### src/rtl/sig_scan_pkg.sv
package sig_scan_pkg;
   typedef enum logic [1:0] {
      ST_SCAN = 2'd0,
      ST_REQ  = 2'd1,
      ST_WAIT = 2'd2
   } scan_state_e;

   function automatic int idx_width(input int n);
      return (n > 1) ? $clog2(n) : 1;
   endfunction
endpackage

### src/rtl/scan_window.sv
module scan_window #(
   parameter int LMIN = 3,
   parameter int LMAX = 8,
   parameter int POSW = 16,
   localparam int FW  = $clog2(LMAX + 1)
) (
   input  logic              clk,
   input  logic              rst_n,
   input  logic              shift_en,
   input  logic [7:0]        byte_in,
   input  logic              last_in,
   output logic [LMAX*8-1:0] win_data,
   output logic [FW-1:0]     fill,
   output logic [POSW-1:0]   pos
);
   localparam logic [FW-1:0] FILL_MAX = FW'(LMAX);

   logic [7:0] lane_q [LMAX];
   logic       pkt_done_q;

   generate
      if (LMIN < 1 || LMAX < LMIN) begin : g_bad_len
         $error("scan_window: need 1 <= LMIN <= LMAX");
      end
      if (POSW < 1) begin : g_bad_pos
         $error("scan_window: POSW must be positive");
      end
   endgenerate

   // newest byte in lane 0; older lanes cleared when a new packet begins
   generate
      for (genvar k = 0; k < LMAX; k++) begin : g_lane
         if (k == 0) begin : g_head
            always_ff @(posedge clk) begin
               if (!rst_n)        lane_q[k] <= '0;
               else if (shift_en) lane_q[k] <= byte_in;
            end
         end else begin : g_body
            always_ff @(posedge clk) begin
               if (!rst_n)        lane_q[k] <= '0;
               else if (shift_en) lane_q[k] <= pkt_done_q ? 8'h00 : lane_q[k-1];
            end
         end
         assign win_data[k*8 +: 8] = lane_q[k];
      end
   endgenerate

   always_ff @(posedge clk) begin
      if (!rst_n) begin
         fill       <= '0;
         pos        <= '0;
         pkt_done_q <= 1'b1;
      end else if (shift_en) begin
         pkt_done_q <= last_in;
         if (pkt_done_q) begin
            fill <= FW'(1);
            pos  <= '0;
         end else begin
            fill <= (fill == FILL_MAX) ? fill : fill + FW'(1);
            pos  <= pos + POSW'(1);
         end
      end
   end

   AST_WIN_HOLD: assert property (@(posedge clk) disable iff (!rst_n)
      !shift_en |=> $stable(win_data)) else $error("window moved without a transfer");
   AST_FILL_BOUND: assert property (@(posedge clk) disable iff (!rst_n)
      fill <= FILL_MAX) else $error("fill above window depth");
   AST_FIRST_BYTE: assert property (@(posedge clk) disable iff (!rst_n)
      (shift_en && pkt_done_q) |=> (pos == '0 && fill == FW'(1))) else $error("packet start not flushed");
endmodule

### src/rtl/lsf_pick.sv
module lsf_pick #(
   parameter int N  = 6,
   localparam int IW = sig_scan_pkg::idx_width(N)
) (
   input  logic [N-1:0]  req,
   output logic          any,
   output logic [IW-1:0] sel,
   output logic [N-1:0]  sel_oh
);
   generate
      if (N < 1) begin : g_bad_n
         $error("lsf_pick: N must be positive");
      end
   endgenerate

   // highest index means longest substring; later iterations override
   always_comb begin
      sel = '0;
      for (int i = 0; i < N; i++) begin
         if (req[i]) sel = IW'(i);
      end
   end

   assign any = |req;

   generate
      for (genvar i = 0; i < N; i++) begin : g_oh
         assign sel_oh[i] = any && (sel == IW'(i));
      end
   endgenerate

   AST_PICK_ONEHOT: assert final (!any || ($onehot(sel_oh) && (sel_oh & ~req) == '0));
endmodule

### src/rtl/probe_ctrl.sv
module probe_ctrl
   import sig_scan_pkg::*;
#(
   parameter int LMIN = 3,
   parameter int LMAX = 8,
   parameter int POSW = 16,
   parameter int ACTW = 2,
   localparam int NL  = LMAX - LMIN + 1,
   localparam int FW  = $clog2(LMAX + 1),
   localparam int IW  = idx_width(NL)
) (
   input  logic            clk,
   input  logic            rst_n,
   input  logic            in_valid,
   output logic            in_ready,
   output logic            shift_en,
   input  logic [FW-1:0]   fill,
   input  logic [POSW-1:0] pos,
   output logic [NL-1:0]   qry_en,
   input  logic [NL-1:0]   flt_hit,
   output logic            ana_req_valid,
   input  logic            ana_req_ready,
   output logic [FW-1:0]   ana_len,
   input  logic            ana_rsp_valid,
   input  logic            ana_rsp_hit,
   input  logic [ACTW-1:0] ana_rsp_act,
   output logic            match_valid,
   output logic [FW-1:0]   match_len,
   output logic [POSW-1:0] match_end,
   output logic [ACTW-1:0] match_act
);
   scan_state_e state_q;
   logic          fresh_q;
   logic [NL-1:0] pend_q;
   logic [NL-1:0] hit_en;
   logic          hit_now;
   logic          pend_any;
   logic [IW-1:0] pend_sel;
   logic [NL-1:0] pend_oh;
   logic [NL-1:0] pend_left;

   generate
      if (ACTW < 2) begin : g_bad_act
         $error("probe_ctrl: ACTW must hold three action codes");
      end
   endgenerate

   // a length is queried once, right after the byte that completes it lands
   generate
      for (genvar i = 0; i < NL; i++) begin : g_qry
         localparam logic [FW-1:0] NEED = FW'(LMIN + i);
         assign qry_en[i] = (state_q == ST_SCAN) && fresh_q && (fill >= NEED);
      end
   endgenerate

   assign hit_en   = flt_hit & qry_en;
   assign hit_now  = |hit_en;
   assign in_ready = (state_q == ST_SCAN) && !hit_now;
   assign shift_en = in_valid && in_ready;

   lsf_pick #(.N(NL)) u_pick (
      .req    (pend_q),
      .any    (pend_any),
      .sel    (pend_sel),
      .sel_oh (pend_oh)
   );

   assign pend_left     = pend_q & ~pend_oh;
   assign ana_req_valid = (state_q == ST_REQ);
   assign ana_len       = FW'(LMIN) + FW'(pend_sel);

   always_ff @(posedge clk) begin
      if (!rst_n) fresh_q <= 1'b0;
      else        fresh_q <= shift_en;
   end

   always_ff @(posedge clk) begin
      if (!rst_n) begin
         state_q <= ST_SCAN;
         pend_q  <= '0;
      end else begin
         unique case (state_q)
            ST_SCAN: begin
               if (hit_now) begin
                  pend_q  <= hit_en;
                  state_q <= ST_REQ;
               end
            end
            ST_REQ: begin
               if (ana_req_ready) state_q <= ST_WAIT;
            end
            ST_WAIT: begin
               if (ana_rsp_valid) begin
                  if (ana_rsp_hit) begin
                     pend_q  <= '0;
                     state_q <= ST_SCAN;
                  end else begin
                     pend_q  <= pend_left;
                     state_q <= (|pend_left) ? ST_REQ : ST_SCAN;
                  end
               end
            end
            default: begin
               pend_q  <= '0;
               state_q <= ST_SCAN;
            end
         endcase
      end
   end

   always_ff @(posedge clk) begin
      if (!rst_n) begin
         match_valid <= 1'b0;
         match_len   <= '0;
         match_end   <= '0;
         match_act   <= '0;
      end else begin
         match_valid <= 1'b0;
         if (state_q == ST_WAIT && ana_rsp_valid && ana_rsp_hit) begin
            match_valid <= 1'b1;
            match_len   <= ana_len;
            match_end   <= pos;
            match_act   <= ana_rsp_act;
         end
      end
   end

   AST_NO_READY_PROBE: assert property (@(posedge clk) disable iff (!rst_n)
      (state_q != ST_SCAN) |-> !in_ready) else $error("stream open while probing");
   AST_REQ_STEADY: assert property (@(posedge clk) disable iff (!rst_n)
      (ana_req_valid && !ana_req_ready) |=> (ana_req_valid && $stable(ana_len))) else $error("request dropped or changed");
   AST_DESCEND: assert property (@(posedge clk) disable iff (!rst_n)
      (ana_req_valid && $past(state_q == ST_WAIT)) |-> (ana_len < $past(ana_len))) else $error("probe order not longest first");
   AST_LEN_FITS: assert property (@(posedge clk) disable iff (!rst_n)
      ana_req_valid |-> (ana_len <= fill && ana_len >= FW'(LMIN))) else $error("candidate longer than packet data");
   AST_MATCH_RANGE: assert property (@(posedge clk) disable iff (!rst_n)
      match_valid |-> (match_len >= FW'(LMIN) && match_len <= FW'(LMAX))) else $error("match length out of range");
   AST_MATCH_PULSE: assert property (@(posedge clk) disable iff (!rst_n)
      match_valid |=> !match_valid) else $error("match longer than one cycle");
endmodule

### src/rtl/sig_window_scanner.sv
module sig_window_scanner #(
   parameter int LMIN = 3,
   parameter int LMAX = 8,
   parameter int POSW = 16,
   parameter int ACTW = 2,
   localparam int NL  = LMAX - LMIN + 1,
   localparam int FW  = $clog2(LMAX + 1)
) (
   input  logic              clk,
   input  logic              rst_n,
   input  logic              in_valid,
   input  logic [7:0]        in_data,
   input  logic              in_last,
   output logic              in_ready,
   output logic [LMAX*8-1:0] win_data,
   output logic [NL-1:0]     qry_en,
   input  logic [NL-1:0]     flt_hit,
   output logic              ana_req_valid,
   input  logic              ana_req_ready,
   output logic [FW-1:0]     ana_len,
   input  logic              ana_rsp_valid,
   input  logic              ana_rsp_hit,
   input  logic [ACTW-1:0]   ana_rsp_act,
   output logic              match_valid,
   output logic [FW-1:0]     match_len,
   output logic [POSW-1:0]   match_end,
   output logic [ACTW-1:0]   match_act
);
   logic            shift_en;
   logic [FW-1:0]   fill;
   logic [POSW-1:0] pos;

   scan_window #(.LMIN(LMIN), .LMAX(LMAX), .POSW(POSW)) u_win (
      .clk      (clk),
      .rst_n    (rst_n),
      .shift_en (shift_en),
      .byte_in  (in_data),
      .last_in  (in_last),
      .win_data (win_data),
      .fill     (fill),
      .pos      (pos)
   );

   probe_ctrl #(.LMIN(LMIN), .LMAX(LMAX), .POSW(POSW), .ACTW(ACTW)) u_ctrl (
      .clk           (clk),
      .rst_n         (rst_n),
      .in_valid      (in_valid),
      .in_ready      (in_ready),
      .shift_en      (shift_en),
      .fill          (fill),
      .pos           (pos),
      .qry_en        (qry_en),
      .flt_hit       (flt_hit),
      .ana_req_valid (ana_req_valid),
      .ana_req_ready (ana_req_ready),
      .ana_len       (ana_len),
      .ana_rsp_valid (ana_rsp_valid),
      .ana_rsp_hit   (ana_rsp_hit),
      .ana_rsp_act   (ana_rsp_act),
      .match_valid   (match_valid),
      .match_len     (match_len),
      .match_end     (match_end),
      .match_act     (match_act)
   );

   AST_IDLE_AFTER_MATCH: assert property (@(posedge clk) disable iff (!rst_n)
      match_valid |-> (in_ready && !ana_req_valid)) else $error("probing continued after a confirm");
endmodule

### config.mk
export PLATFORM = sky130hd
export DESIGN_NAME = sig_window_scanner
export DESIGN_NICKNAME = d
export VERILOG_FILES = /design/src/rtl/sig_scan_pkg.sv /design/src/rtl/scan_window.sv /design/src/rtl/lsf_pick.sv /design/src/rtl/probe_ctrl.sv /design/src/rtl/sig_window_scanner.sv
export SDC_FILE = /design/constraint.sdc
export NUM_CORES = 1
export LEC_CHECK = 0
export BUFFER_PORTS_ARGS = -buffer_cell sky130_fd_sc_hd__buf_2
export CORE_MARGIN = 5
export CORE_UTILIZATION = 53
export DETAILED_ROUTE_END_ITERATION = 12
export GPL_ROUTABILITY_DRIVEN = 1
export HOLD_SLACK_MARGIN = 0.15
export PLACE_DENSITY = 0.82
export REMOVE_ABC_BUFFERS = 1
export SYNTH_ARGS = -nofsm -noshare
export SYNTH_HDL_FRONTEND = slang
export SYNTH_SLANG_ARGS = --single-unit
### constraint.sdc
create_clock -name clk -period 5.85 [get_ports clk]
set_clock_uncertainty 0.2 [all_clocks]
set_input_delay 0.8775 -clock clk [delete_from_list [all_inputs] [get_ports clk]]
set_output_delay 0.8775 -clock clk [all_outputs]
set_load 0.05 [all_outputs]
==> impl_metrics.json, run 1 <==
{
  "status": "complete, no violations",
  "die_w_um": 108,
  "rsz0062_at_grt": "no",
  "place.gp.congestion": 0.911,
  "ioPinCount": 122,
  "max_cap_viol_count": 0,
  "worstReg2RegEnd": "u_win.lane_q[1][30]$_SDFFCE_PP0P_",
  "slew_headroom_pct": 35.7,
  "synth.avg_cell_area_um2": 10.7,
  "drt-pass1-iter-count": 5,
  "start_kind": "flip-flop",
  "finalCriticalPeriod_ns": 4.17,
  "utilization_pct": 68.2,
  "synthesis.area_um2": 5120,
  "cts.sinks": 117,
  "numCtsBuffers": 17,
  "peakVddDrop_v": 0.000229,
  "dpl.hpwl_mm": 7.60,
  "die_h_um": 108,
  "cp.required_ns": 4.77,
  "cts_setup_buffers": 0,
  "setup_violations": 0,
  "numPortBuffers": 121,
  "leakage_uw": 0.00270,
  "diodes": 0,
  "ys_types": 53,
  "finalMaxSlewViolations": 0,
  "path_max_fanout": 26,
  "core_area_um2": 9330,
  "worstSkewPairLatency_ns": 0.51,
  "path_clk_slew_ns": 0.06,
  "synth_edf_count": 64,
  "final.setup.tns_ns": 0,
  "overflow": 0,
  "synth_cells": 481,
  "yosys_warnings": 0,
  "layout-drive-gt1-share_pct": 26.8,
  "powerDensity_nw_per_um2": 336,
  "hold_end": "u_ctrl.match_len[1]$_SDFFE_PN0P_",
  "start_util_pct": 54.9,
  "finalCritPeriodShare_pct": 71.3,
  "end_kind": "output port",
  "grt_pass1_vias": 3834,
  "drtIter0Drc": 248,
  "wirelength_mm": 11.2,
  "rows": 35,
  "synth-simple-area-share_pct": 20.4,
  "yosysSeqAreaShare_pct": 58.2,
  "synth_top_family_by_area": "simple AND/OR/NAND/NOR gates",
  "worstRegToRegCells": 7,
  "nFillCells": 722,
  "hold_viol_final": 0,
  "ant_nets": 0,
  "drc": 0,
  "antenna_found_initial": 0,
  "synth-main-ff-cell": "edfxtp_1",
  "synthArstFlopShare_pct": 0,
  "holdPathStages": 2,
  "ctsHtreeMaxLevel": 4,
  "root_buffer": "clkbuf_8",
  "synth_compound_area_share_pct": 14.7,
  "cp.arrival_ns": 3.10,
  "r2r_start": "u_win.fill[0]$_SDFFE_PN0P_",
  "cts_hold_buf": 0,
  "ys_seq_elements": 117,
  "synth_xor_area_share_pct": 0.171,
  "gr-usage-all-layers_pct": 19.9,
  "power_uw": 2140,
  "synthAdderAreaFrac_pct": 2.44,
  "hp-class": "flip-flop to flip-flop",
  "r2r_slack_ns": 2.30,
  "cts_tree": "yes",
  "critPathSlowestCell": "nor3b_1",
  "layout.nets": 625,
  "grt_max_degree": 58,
  "cts_buffer_depth": 2,
  "die_area_um2": 11700,
  "post_cts_resize_count": 0,
  "via_per_inst": 5.52,
  "path_class": "flip-flop to output port",
  "vias": 4052,
  "max_stage_delay_ns": 0.77,
  "synth_mux_area_share_pct": 0.195,
  "hold_start": "u_ctrl.match_len[1]$_SDFFE_PN0P_",
  "area_growth_pct": 24.2,
  "wl_per_cell_um": 15.2,
  "clock.fmax_mhz": 240,
  "tightest_slew_ns": 0.963,
  "crit_chain": "nor3b_1, o211a_1, or3_1, nor2_1, buf_2",
  "grt_pass1_wl_mm": 18.3
}
## final cells by class
cell class                 instances  area, um2  area share, %
clock buffer                      18        418           6.57
clock inverter                    14        176           2.77
inverter                          11       41.3          0.649
multi-input combinational        321       1960           30.7
sequential                       117       2980           46.9
tap                              129        161           2.54
timing repair buffer             124        628           9.87
## placed cells by master (no fill, tap or decap), types with 3 or more instances in the layout
cell type  netlist  layout
a21o_1           3       3
a21oi_1         32      32
a31oi_1          5       5
and2_1          66      66
and3_1           4       4
buf_2            6     121
buf_4            3       3
bufinv_16        0       3
clkbuf_16        0      16
clkinv_4         0       6
dfxtp_1         53      53
edfxtp_1        64      64
ha_1            10      10
inv_1           10      10
nand2_1         58      58
nand2b_1         6       6
nand3_1         17      17
nand4_1          5       5
nor2_1          24      24
nor3_1           9       9
nor3b_1          4       4
o211a_1          3       3
o21ai_0          9       9
o21ai_1          6       5
o311ai_0        11      11
o311ai_1         3       3
o31ai_1          7       7
o41ai_1          7       7
## logic make-up after synthesis
kind of cell,count (synthesis)
simple gates,202
flops,117
compound gates,107
buf+inv,43
fa+ha+maj,10
xor+xnor,1
mux,1
## worst max path at each step
stage	startpoint	to	slack, ns	depth (start not counted)
finish	u_ctrl.state_q[0]$_SDFFE_PN0P_	in_ready	1.68	5
floorplan	flt_hit[5]	u_win.lane_q[0][0]$_SDFFCE_PN0P_	0.41	4
global placement	flt_hit[5]	u_win.lane_q[1][26]$_SDFFCE_PP0P_	2.06	6
global route	u_ctrl.state_q[0]$_SDFFE_PN0P_	in_ready	1.46	5
CTS	u_ctrl.state_q[0]$_SDFFE_PN0P_	in_ready	1.71	5
detailed placement	flt_hit[5]	u_win.lane_q[1][26]$_SDFFCE_PP0P_	1.96	6
## cells in the mapped netlist (9+ instances only)
cell / count / area, um2
a21oi_1: 32 / 160
and2_1: 66 / 413
clkbuf_1: 20 / 75.1
dfxtp_1: 53 / 1060
edfxtp_1: 64 / 1920
ha_1: 10 / 125
inv_1: 10 / 37.5
nand2_1: 58 / 218
nand3_1: 17 / 85.1
nor2_1: 24 / 90.1
nor3_1: 9 / 45.0
o21ai_0: 9 / 45.0
o311ai_0: 11 / 96.3
## worst max-delay path, delay by kind of cell, from the launching register on
kind	cells	cell delay, ns
simple gates	3	1.63
flops	1	0.39
compound gates	1	0.30
buf+inv	1	0.26
## registers in the layout, indices dropped and copies added (netlist names)
register            cells
u_win.pkt_done_q        1
u_win.fill              4
u_ctrl.match_end       16
u_ctrl.state_q          2
u_ctrl.pend_q           6
u_ctrl.match_act        2
u_ctrl.match_len        4
u_ctrl.match_valid      1
u_win.pos              16
u_ctrl.fresh_q          1
u_win.lane_q           64
## layer usage
layer  up-vias  track usage (%)  share of wire, %
met5         -                0                 0
met4         0             9.92               1.7
met3        18             5.07               7.9
met2       186             32.9                50
met1      1885             24.1                40
li1       1963                -                 -
## report_power, final
group / total [uW] / internal [uW] / switching, uW
clock: 1020 / 652 / 372
combinational: 197 / 39.3 / 158
sequential: 915 / 898 / 16.6
## metrics by stage
step	setup WS (ns)	hold WS [ns]	instances	cell area (um2)
after global placement	2.06	0.239	702	5770
after global routing	1.46	0.269	734	6360
after detailed placement	1.96	0.245	702	5770
after floorplan	0.408	0.246	449	4960
after CTS	1.71	0.253	734	6360
final	1.68	0.252	734	6360
(Power assumes the default switching activity.)
==> run 2, diff against run 1 <==
Clock period 5.85 ns to 4 ns, I/O delays scaled along.
==> run 2 against run 1 <==
Against the previous run:
- combinational power up 51%
- non-clock buffer count increased by 8
- via count up 1.9%
- clock power is 40% higher
- die area is the same
- sequential cell count unchanged
- register-to-register slack lost 1.5 ns
- critical path depth increased by 2
- final area increased by 1.0%
- final cell count is 1.1% higher
- sequential share of layout area is 0.47 points lower
- clock-buffer cell count stayed put
==> impl_metrics.json, run 2 (synthesized netlist as in run 1, its figures left out) <==
{
  "status": "complete, no violations",
  "die_h_um": 108,
  "final_cell_mix": "buf_2, and2_1, edfxtp_1",
  "cts.sinks": 117,
  "diodes": 0,
  "numPortBuffers": 121,
  "rows": 35,
  "largest_register_ff_count": 64,
  "ioPinCount": 122,
  "power_uw": 3070,
  "end_kind": "output port",
  "clock.fmax_mhz": 275,
  "antenna_found_initial": 0,
  "hp-class": "primary input to flip-flop",
  "vias": 4127,
  "cts_setup_buffers": 0,
  "tightest_slew_ns": 0.974,
  "grt_pass1_vias": 3986,
  "crit_chain": "inv_1, ha_1, o21a_1, o211a_1, or3_1, nor2_1, buf_2",
  "cp.required_ns": 3.20,
  "die_w_um": 108,
  "grt_max_degree": 65,
  "wirelength_mm": 11.6,
  "layout_commonest_cell": "buf_2",
  "core_area_um2": 9330,
  "layout-drive-gt1-share_pct": 26.8,
  "finalMaxSlewViolations": 0,
  "drtIter0Drc": 425,
  "cts_hold_buf": 5,
  "layout.nets": 633,
  "root_buffer": "clkbuf_8",
  "die_area_um2": 11700,
  "drt-pass1-iter-count": 6,
  "start_util_pct": 54.9,
  "utilization_pct": 68.9,
  "critPathSlowestCell": "or3_1",
  "worstSkewPairLatency_ns": 0.51,
  "numCtsBuffers": 17,
  "peakVddDrop_v": 0.000365,
  "post_cts_resize_count": 0,
  "worst-path-buf-inv": 2,
  "cts_tree": "yes",
  "finalCriticalPeriod_ns": 3.64,
  "max_stage_delay_ns": 0.56,
  "rsz0062_at_grt": "no",
  "overflow": 0,
  "wl_per_cell_um": 15.7,
  "largestRegisters": "u_win.lane_q (64), u_ctrl.match_end (16), u_win.pos (16)",
  "powerDensity_nw_per_um2": 478,
  "max_cap_viol_count": 0,
  "path_class": "flip-flop to output port",
  "path_max_fanout": 14,
  "dp_slack_ns": 0.835,
  "start_kind": "flip-flop",
  "drc": 0,
  "finalCritPeriodShare_pct": 90.9,
  "slew_headroom_pct": 34.9,
  "cp.arrival_ns": 2.84,
  "area_growth_pct": 25.4,
  "dpl.hpwl_mm": 7.91,
  "gr-usage-all-layers_pct": 20.2,
  "via_per_inst": 5.56,
  "regMostFlops": "u_win.lane_q",
  "ant_nets": 0,
  "fin_ws_ns": 0.364,
  "leakage_uw": 0.00272,
  "cp_top_family": "simple AND/OR/NAND/NOR gates",
  "path_clk_slew_ns": 0.06,
  "cts_buffer_depth": 2,
  "place.gp.congestion": 0.876,
  "setup_violations": 0,
  "ctsHtreeMaxLevel": 4,
  "hold_viol_final": 0,
  "grt_pass1_wl_mm": 18.9
}
run 2: cell count changes in the layout (fill, tap and decap cells not counted):
cell and change:
buf_12 +1, buf_4 +1, bufinv_16 -1, dlygate4sd3_1 +6, clkinvlp_4 +2, inv_6 +1, clkinv_4 -2
run 2: cell type report:
| class | count | area (um2) |
|---|---|---|
| clock inverters | 14 | 153 |
| clock buffers | 18 | 418 |
| well taps | 129 | 161 |
| fillers | 683 | 2900 |
| flip-flops and latches | 117 | 2980 |
| repair buffers | 132 | 716 |
| multi-input cells | 321 | 1960 |
| inverters | 11 | 41.3 |
run 2: path summary, 6_finish.rpt:
check	cells past startpoint	startpoint	to	slack, ns
worst max-delay path	7	u_win.fill[0]$_SDFFE_PN0P_	in_ready	0.36
worst min-delay path	2	in_data[6]	u_win.lane_q[0][6]$_SDFFCE_PN0P_	0.17
worst max register to register	7	u_ctrl.state_q[0]$_SDFFE_PN0P_	u_win.lane_q[1][2]$_SDFFCE_PP0P_	0.77
worst min register to register	2	u_ctrl.match_end[0]$_SDFFE_PN0P_	u_ctrl.match_end[0]$_SDFFE_PN0P_	0.25
run 2: report_power, final:
group / switching, uW / internal, uW / total [uW]
registers: 24.9 / 1310 / 1340
clock network: 544 / 890 / 1430
logic: 234 / 63.9 / 298
run 2: worst reg2reg max path, cell delays in order (launching register included):
cell and delay (ns):
dfxtp_1 0.38, or3b_1 0.54, nor3b_1 0.45, or3_1 0.53, buf_4 0.30, nor4_2 0.06
buf_4 0.28, and2_1 0.24
run 2: stage by stage:
step | hold slack, ns | instances | instance area [um2] | TNS [ns]
after global placement | 0.240 | 704 | 5800 | 0
after CTS | 0.151 | 741 | 6420 | 0
after detailed placement | 0.246 | 704 | 5800 | 0
after global routing | 0.166 | 742 | 6430 | 0
final | 0.166 | 742 | 6430 | 0
after floorplan | 0.246 | 449 | 4960 | -127.43
run 2: metal layers:
metal	track usage (%)	vias to the layer above	wire length, um
met2	34.3	170	5820
met1	24.7	1950	4840
met4	8.75	0	252
met3	4.48	26	731
met5	0	-	0
li1	-	1981	-
==> run 3, diff against run 2 <==
Settings changed: SETUP_SLACK_MARGIN from default to 0.4.
==> run 3 against run 2 <==
Against the previous run:
- hold slack better by 0.0018 ns
- clock-buffer cell count unchanged
- core utilization up 0.054 points
- via count grew 0.34%
- non-clock buffer count did not move
- setup slack improved by 0.19 ns
- sequential power about the same
- wire length about the same
- critical path type unchanged
- critical endpoint unchanged
==> impl_metrics.json, run 3 (synthesized netlist as in run 1, its figures left out) <==
{
  "tightest_slew_ns": 0.962,
  "peakVddDrop_v": 0.000365,
  "wirelength_mm": 11.6,
  "gr-usage-all-layers_pct": 20.2,
  "layout.nets": 633,
  "cts.sinks": 117,
  "drt-pass1-iter-count": 6,
  "dpl.cell_count": 704,
  "finish.instance_area_um2": 6430,
  "status": "complete, no violations",
  "path_class": "flip-flop to output port",
  "dp_slack_ns": 0.835,
  "drc": 0,
  "die_w_um": 108,
  "met3_length_um": 770,
  "slew_headroom_pct": 35.7,
  "cp.required_ns": 3.20,
  "ant_nets": 0,
  "setup_violations": 0,
  "worst-path-buf-inv": 2,
  "wl_met1_mm": 4.75,
  "powerDensity_nw_per_um2": 477,
  "finalCriticalPeriod_ns": 3.44,
  "layout-drive-gt1-share_pct": 26.9,
  "largest_register_ff_count": 64,
  "path_max_fanout": 14,
  "rsz0062_at_grt": "no",
  "numPortBuffers": 121,
  "hold_viol_final": 0,
  "drtIter0Drc": 365,
  "root_buffer": "clkbuf_8",
  "finalCritPeriodShare_pct": 86.1,
  "end_kind": "output port",
  "stdcell_count": 742,
  "r2r_start": "u_win.fill[0]$_SDFFE_PN0P_",
  "area_growth_pct": 25.5,
  "cts_buffer_depth": 2,
  "numCtsBuffers": 17,
  "wl_per_cell_um": 15.7,
  "antenna_found_initial": 0,
  "holdPathStages": 2,
  "worstSkewPairLatency_ns": 0.51,
  "dpl_cell_area_um2": 5800,
  "grt_pass1_wl_mm": 18.9,
  "start_kind": "flip-flop",
  "clock.fmax_mhz": 290,
  "vias": 4141,
  "die_h_um": 108,
  "cts_tree": "yes",
  "finalMaxSlewViolations": 0,
  "top_layer": "met4",
  "r2r_slack_ns": 0.99,
  "nFillCells": 682,
  "ctsHtreeMaxLevel": 4,
  "path_clk_slew_ns": 0.06,
  "final_cell_mix": "buf_2, and2_1, edfxtp_1",
  "die_area_um2": 11700,
  "ioPinCount": 122,
  "dpl.hpwl_mm": 7.91,
  "leakage_uw": 0.00272,
  "overflow": 0,
  "via_per_inst": 5.58,
  "regMostFlops": "u_win.lane_q",
  "critPathSlowestCell": "or3_4",
  "grt_pass1_vias": 3989,
  "worstRegToRegCells": 9,
  "start_util_pct": 54.9,
  "cp_top_family": "simple AND/OR/NAND/NOR gates",
  "crit_chain": "inv_1, ha_1, o21a_1, o211a_1, or3_4, nor2_1, buf_2",
  "hold_start": "in_data[6]",
  "cp.arrival_ns": 2.64,
  "cts_setup_buffers": 0,
  "largestRegisters": "u_win.lane_q (64), u_ctrl.match_end (16), u_win.pos (16)",
  "wl_met2_mm": 5.91,
  "max_stage_delay_ns": 0.44,
  "worstReg2RegEnd": "u_win.lane_q[1][2]$_SDFFCE_PP0P_",
  "place.gp.congestion": 0.876,
  "fin_ws_ns": 0.556,
  "diodes": 0,
  "hp-class": "primary input to flip-flop",
  "hold_end": "u_win.lane_q[0][6]$_SDFFCE_PN0P_",
  "core_area_um2": 9330,
  "power_uw": 3070,
  "cp.depth": 7,
  "grt_max_degree": 65,
  "layout_commonest_cell": "buf_2",
  "max_cap_viol_count": 0,
  "rows": 35
}
[run 3: per-layer routing]
| layer | global-route usage, % | vias up |
|---|---|---|
| met4 | 8.75 | 0 |
| li1 | - | 1981 |
| met3 | 4.48 | 21 |
| met5 | 0 | - |
| met2 | 34.3 | 175 |
| met1 | 24.7 | 1964 |
[run 3: timing repair]
action,CTS,global route
setup endpoints to repair,1,0
hold buffers,5,1
resized for setup,1,0
endpoints found under the hold margin,5,1
[run 3: worst register-to-register path, delay by kind of cell (launching register included)]
family	cells	cell delay, ns
compound gates	2	0.44
buf+inv	3	0.72
simple gates	3	0.89
fa+ha+maj	1	0.21
flops	1	0.42
[run 3: area by class of cell]
class / instances / area, um2 / share of cell area (%)
Sequential cell: 117 / 2980 / 46.4
Multi-Input combinational cell: 321 / 1960 / 30.5
Timing Repair Buffer: 132 / 716 / 11.1
Clock buffer: 18 / 418 / 6.50
Tap cell: 129 / 161 / 2.51
Clock inverter: 14 / 153 / 2.37
Inverter: 11 / 41.3 / 0.642
[run 3: worst max path at each step]
stage / start / end / slack [ns]
floorplan: u_win.fill[0]$_SDFFE_PN0P_ / u_win.lane_q[0][0]$_SDFFCE_PN0P_ / -1.20
global placement: u_ctrl.state_q[0]$_SDFFE_PN0P_ / u_win.lane_q[1][7]$_SDFFCE_PP0P_ / 0.92
detailed placement: u_ctrl.state_q[0]$_SDFFE_PN0P_ / u_win.lane_q[1][2]$_SDFFCE_PP0P_ / 0.83
CTS: u_win.fill[0]$_SDFFE_PN0P_ / in_ready / 0.54
global route: u_win.fill[0]$_SDFFE_PN0P_ / in_ready / 0.46
finish: u_win.fill[0]$_SDFFE_PN0P_ / in_ready / 0.56
[run 3: power by group]
| part | internal [uW] | switching [uW] |
|---|---|---|
| Sequential | 1310 | 25.0 |
| Clock | 890 | 544 |
| Combinational | 64.1 | 234 |
[run 3: metrics by stage]
step           setup TNS [ns]  hold WS (ns)  utilization, %
6_report                    0         0.168            69.0
5_1_grt                     0         0.166            69.0
4_1_cts                     0         0.151            68.9
3_5_place_dp                0         0.246            62.1
3_3_place_gp                0         0.240            62.1
2_1_floorplan         -127.43         0.246               -
